**config.mk**
```make
export PLATFORM = sky130hd
export DESIGN_NAME = irqagg_top
export DESIGN_NICKNAME = d
export VERILOG_FILES = /design/src/rtl/irqagg_pkg.sv /design/src/rtl/irqagg_src_edge.sv /design/src/rtl/irqagg_regs.sv /design/src/rtl/irqagg_level_enc.sv /design/src/rtl/irqagg_top.sv
export SDC_FILE = /design/constraint.sdc
export NUM_CORES = 1
export LEC_CHECK = 0
export ABC_CLOCK_PERIOD_IN_PS = 1560
export BUFFER_PORTS_ARGS = -buffer_cell sky130_fd_sc_hd__buf_2
export CORE_MARGIN = 2
export CORE_UTILIZATION = 50
export CTS_CLUSTER_DIAMETER = 60
export DETAILED_ROUTE_END_ITERATION = 8
export PLACE_DENSITY_LB_ADDON = 0.12
export SLEW_MARGIN = 20
export SYNTH_ARGS = -nofsm -noshare
export SYNTH_HDL_FRONTEND = slang
export SYNTH_SLANG_ARGS = --single-unit
export TNS_END_PERCENT = 20
```
**constraint.sdc**
```tcl
create_clock -name clk -period 1.56 [get_ports clk]
set_input_delay 0.156 -clock clk [delete_from_list [all_inputs] [get_ports clk]]
set_output_delay 0.156 -clock clk [all_outputs]
set_load 0.005 [all_outputs]
```
**src/rtl/irqagg_pkg.sv**
```systemverilog
package irqagg_pkg;
  localparam int DATA_W  = 32;
  localparam int NUM_SRC = 13;
  localparam int NUM_LVL = 3;
  localparam int IPL_W   = 3;
  localparam int VEC_W   = 8;

  typedef logic [DATA_W-1:0] word_t;

  // pending-bit position owned by each request line
  function automatic int src_bit(input int idx);
    case (idx)
      0:  return 7;
      1:  return 3;
      2:  return 2;
      3:  return 9;
      4:  return 10;
      5:  return 12;
      6:  return 5;
      7:  return 17;
      8:  return 28;
      9:  return 27;
      10: return 26;
      11: return 23;
      default: return 21;
    endcase
  endfunction

  // priority level requested by each line
  function automatic int src_lvl(input int idx);
    if (idx < 7)       return 3;
    else if (idx == 7) return 5;
    else               return 6;
  endfunction

  // group index -> processor level, ascending
  function automatic int lvl_code(input int g);
    case (g)
      0:       return 3;
      1:       return 5;
      default: return 6;
    endcase
  endfunction

  function automatic int lvl_vec(input int g);
    case (g)
      0:       return 27;
      1:       return 29;
      default: return 30;
    endcase
  endfunction

  function automatic word_t lvl_bits(input int g);
    word_t m;
    m = '0;
    for (int i = 0; i < NUM_SRC; i++)
      if (src_lvl(i) == lvl_code(g)) m[src_bit(i)] = 1'b1;
    return m;
  endfunction

  function automatic word_t owned_bits();
    word_t m;
    m = '0;
    for (int i = 0; i < NUM_SRC; i++) m[src_bit(i)] = 1'b1;
    return m;
  endfunction
endpackage

```
**src/rtl/irqagg_src_edge.sv**
```systemverilog
module irqagg_src_edge
  import irqagg_pkg::*;
(
  input  logic               clk,
  input  logic               rst_n,
  input  logic [NUM_SRC-1:0] lines,
  output word_t              set_bits,
  output word_t              clr_bits
);
  logic [NUM_SRC-1:0] lines_q;
  logic [NUM_SRC-1:0] up, down;

  always_ff @(posedge clk or negedge rst_n) begin
    if (!rst_n) lines_q <= '0;
    else        lines_q <= lines;
  end

  assign up   = lines & ~lines_q;
  assign down = ~lines & lines_q;

  // scatter per-line transitions onto their owned pending bits
  always_comb begin
    set_bits = '0;
    clr_bits = '0;
    for (int i = 0; i < NUM_SRC; i++) begin
      set_bits[src_bit(i)] = up[i];
      clr_bits[src_bit(i)] = down[i];
    end
  end
endmodule

```
**src/rtl/irqagg_regs.sv**
```systemverilog
module irqagg_regs
  import irqagg_pkg::*;
#(
  parameter int                ADDR_W     = 16,
  parameter logic [ADDR_W-1:0] STATUS_OFF = 16'h7000,
  parameter logic [ADDR_W-1:0] MASK_OFF   = 16'h7800
) (
  input  logic              clk,
  input  logic              rst_n,
  input  word_t             set_bits,
  input  word_t             clr_bits,
  input  logic              bus_wr,
  input  logic [ADDR_W-1:0] bus_addr,
  input  word_t             bus_wdata,
  output word_t             bus_rdata,
  output word_t             pend_q,
  output word_t             enab_q
);
  logic  hit_pend, hit_enab;
  word_t pend_d;

  assign hit_pend = (bus_addr == STATUS_OFF);
  assign hit_enab = (bus_addr == MASK_OFF);

  // hardware transitions first, software write overrides
  always_comb begin
    pend_d = (pend_q | set_bits) & ~clr_bits;
    if (bus_wr && hit_pend) pend_d = bus_wdata;
  end

  always_ff @(posedge clk or negedge rst_n) begin
    if (!rst_n) begin
      pend_q <= '0;
      enab_q <= '0;
    end else begin
      pend_q <= pend_d;
      if (bus_wr && hit_enab) enab_q <= bus_wdata;
    end
  end

  always_comb begin
    if (hit_pend)      bus_rdata = pend_q;
    else if (hit_enab) bus_rdata = enab_q;
    else               bus_rdata = '0;
  end
endmodule

```
**src/rtl/irqagg_level_enc.sv**
```systemverilog
module irqagg_level_enc
  import irqagg_pkg::*;
(
  input  logic             clk,
  input  logic             rst_n,
  input  word_t            pend,
  input  word_t            enab,
  output logic [IPL_W-1:0] ipl,
  output logic [VEC_W-1:0] vec
);
  word_t              live;
  logic [NUM_LVL-1:0] grp_hit;
  logic [IPL_W-1:0]   ipl_d;
  logic [VEC_W-1:0]   vec_d;

  assign live = pend & enab;

  for (genvar g = 0; g < NUM_LVL; g++) begin : g_grp
    localparam word_t GBITS = lvl_bits(g);
    assign grp_hit[g] = |(live & GBITS);
  end

  // groups are ordered by ascending level: last hit wins
  always_comb begin
    ipl_d = '0;
    vec_d = '0;
    for (int g = 0; g < NUM_LVL; g++) begin
      if (grp_hit[g]) begin
        ipl_d = IPL_W'(lvl_code(g));
        vec_d = VEC_W'(lvl_vec(g));
      end
    end
  end

  always_ff @(posedge clk or negedge rst_n) begin
    if (!rst_n) begin
      ipl <= '0;
      vec <= '0;
    end else begin
      ipl <= ipl_d;
      vec <= vec_d;
    end
  end
endmodule

```
**src/rtl/irqagg_top.sv**
```systemverilog
module irqagg_top
  import irqagg_pkg::*;
#(
  parameter int                ADDR_W     = 16,
  parameter logic [ADDR_W-1:0] STATUS_OFF = 16'h7000,
  parameter logic [ADDR_W-1:0] MASK_OFF   = 16'h7800
) (
  input  logic               clk,
  input  logic               rst_n,
  input  logic [NUM_SRC-1:0] irq_lines,
  input  logic               bus_wr,
  input  logic [ADDR_W-1:0]  bus_addr,
  input  logic [DATA_W-1:0]  bus_wdata,
  output logic [DATA_W-1:0]  bus_rdata,
  output logic [IPL_W-1:0]   ipl,
  output logic [VEC_W-1:0]   vec
);
  word_t set_bits, clr_bits;
  word_t status_q, mask_q;

  irqagg_src_edge u_edge (
    .clk      (clk),
    .rst_n    (rst_n),
    .lines    (irq_lines),
    .set_bits (set_bits),
    .clr_bits (clr_bits)
  );

  irqagg_regs #(
    .ADDR_W     (ADDR_W),
    .STATUS_OFF (STATUS_OFF),
    .MASK_OFF   (MASK_OFF)
  ) u_regs (
    .clk       (clk),
    .rst_n     (rst_n),
    .set_bits  (set_bits),
    .clr_bits  (clr_bits),
    .bus_wr    (bus_wr),
    .bus_addr  (bus_addr),
    .bus_wdata (bus_wdata),
    .bus_rdata (bus_rdata),
    .pend_q    (status_q),
    .enab_q    (mask_q)
  );

  irqagg_level_enc u_enc (
    .clk   (clk),
    .rst_n (rst_n),
    .pend  (status_q),
    .enab  (mask_q),
    .ipl   (ipl),
    .vec   (vec)
  );
endmodule

```
==> reports/qor.yml <==
grt_overflow_total: 0
core-area_mm2: 0.00721
vias: 2456
outcome: "finished with violations"
grt_max_degree: 35
drive_above_1_share: 0.549
p_sw_frac: 0.222
cp-start-kind: "input pin"
start_util: 0.511
cts_buffers: 9
crit_type: "in -> out"
setup_viol: 32
crit_arrival_ps: 1490
r2r_cells: 5
critPathMaxFanout: 13
tritoncts: "yes"
mostFrequentLayoutCell: "buf_2"
setup.worst_path.end_class: "primary output"
required_ps: 1400
postRouteAntennaNets: 0
clockRootBuffer: "clkbuf_8"
viasPerCell: 5.12
track_usage: 0.206
drt_wl_total_um: 7840
finalHoldViolCount: 0
synth_area_per_cell_um2: 14.9
path_clk_slew_ps: 80
firstDrtPassIters: 4
final-max-slew-violation-count: 0
wl_per_cell_um: 16.3
syn_area_mm2: 0.00369
numPortBuffers: 103
skew_ps: 7.86
fin_ws_ps: -86.0
antenna_found_initial: 1
yosys-top-cells-area: "dfrtp_1 55%, mux2_4 12%, mux2_2 10%"
holdPathStages: 2
max_freq_mhz: 608
power_mw: 4.04
yosysWarnings: 0
clkPwrFrac: 0.385
synth_largest_area_cell: "dfrtp_1"
die_x_um: 89.9
die_y_um: 89.9
ys_seq_area_frac: 0.550
min_from: "bus_wdata[28]"
synth_top_area_frac: 0.550
final_util: 0.666
worstReg2RegEnd: "u_enc.vec[0]"
rows: 31
dpl_cell_area_mm2: 0.00436
hp-class: "in -> reg"
internal_power_mw: 3.14
syn2layout_area_growth_pct: 30.4
first_global_vias: 2676
clock-sinks: 81
clockBufferDepth: 2
rsz0062_at_grt: "true"
r2r_start: "u_regs.enab_q[27]"
crit_start: "bus_addr[0]"
pwr-share-comb: 0.073
period_share: 1.06
power_density_mw_per_mm2: 839
ys_ff_latch: 81
ios: 107
diodes: 0
netlist_instances: 248
die-area_mm2: 0.00808
layout_common_cells: "99 x buf_2, 81 x dfrtp_1, 34 x mux2_2"
dp.final_hpwl_um: 5140
vdd_drop_max_v: 0.000548
cap_violations: 0
place_congestion: 0.743
ys_types: 26
min_period_ps: 1650
violations: "setup timing"
drc: 0
h-tree-depth: 3
p_leak_nw: 2.51
nets: 440
final_area_mm2: 0.00481
switchingPower_uw: 894
seqPwrFrac: 0.542
grt_pass1_wl_um: 13000
drt_iter0_drc: 69
clk_latency_ps: 340
reg2reg_slack_ps: 150
hold_end: "u_regs.pend_q[28]"
per-layer routing:
metal / wire length, um / GRT usage / up-vias
li1: - / - / 1152
met1: 3510 / 0.272 / 1207
met2: 3780 / 0.332 / 86
met3: 467 / 0.0553 / 9
met4: 67 / 0.0718 / 2
met5: 11 / 0 / -
cell usage after synthesis (all sizes together):
cell,n
inv,16
a21boi,1
maj3,13
buf,13
a222oi,2
mux2,64
and3b,1
dfrtp,81
nor2,3
nand3,1
nand4,2
a22oi,2
o21ai,1
and3,1
nor3b,1
clkbuf,6
nand2,3
conb,1
nor4,2
nor4b,1
a22o,32
a221oi,1
what timing repair did:
| action | CTS | global route |
|---|---|---|
| hold endpoints to repair | 45 | 0 |
| resized for setup | 19 | 1 |
| pin swaps | 26 | 10 |
| hold buffers | 14 | 0 |
| endpoints found under the setup margin | 32 | 35 |
| setup buffers | 4 | 1 |
| cloned | 3 | 0 |
metrics by stage:
stage               cells  setup WS, ps  hold slack [ps]  TNS, ps
CTS                   482          -118             28.5    -2920
floorplan             250         -78.2             -140    -2350
global placement      445          -173              140   -11610
global route          480          -145             29.2    -3980
detailed placement    445          -223              139   -14120
finish                480         -86.0             46.7    -1740
registers in the layout, summed over array words and instances (netlist names):
name            cells
u_regs.pend_q      32
u_enc.vec           4
u_regs.enab_q      32
u_edge.lines_q     13
worst max-delay path, cell delays in order:
cell	delay [ps]
buf_6	90
nor4_4	310
nand4_2	160
buf_6	160
nor2_4	140
buf_6	190
a22o_1	170
buf_2	110
power by group through the flow:
stage / Combinational (mW) / Clock [mW] / Sequential [mW]
after floorplan: 0.103 / 0 / 2.22
after global placement: 0.260 / 0 / 2.23
after detailed placement: 0.266 / 0 / 2.23
after CTS: 0.298 / 1.60 / 2.19
after global routing: 0.327 / 1.69 / 2.19
final: 0.295 / 1.55 / 2.19
kinds of logic (layout without fill, tap and decap cells):
group                      Yosys count  after routing  share of synthesized area
AOI/OAI and AO/OA                   39             39                     0.0913
adders and majority gates           13             13                     0.0353
buffers and inverters               35            166                     0.0570
DFF                                 81             81                      0.550
muxes                               64             64                      0.226
other                                1              3                    0.00102
and+or+nand+nor                     15             15                     0.0397
worst max-delay path by stage:
stage	depth (start not counted)	slack, ps	end
global placement	6	-170	u_regs.pend_q[14]
finish	8	-90	bus_rdata[10]
global route	8	-140	bus_rdata[20]
floorplan	5	-80	u_regs.pend_q[10]
CTS	9	-120	bus_rdata[25]
detailed placement	6	-220	u_regs.pend_q[0]
area by class of cell:
type | instances | area (um2)
fillers | 584 | 2410
flip-flops and latches | 81 | 2030
multi-input cells | 134 | 1490
repair buffers | 134 | 906
clock buffers | 11 | 151
well taps | 99 | 124
inverters | 16 | 60.1
clock inverters | 5 | 53.8
Note: power is estimated with default switching activity, not from simulation.
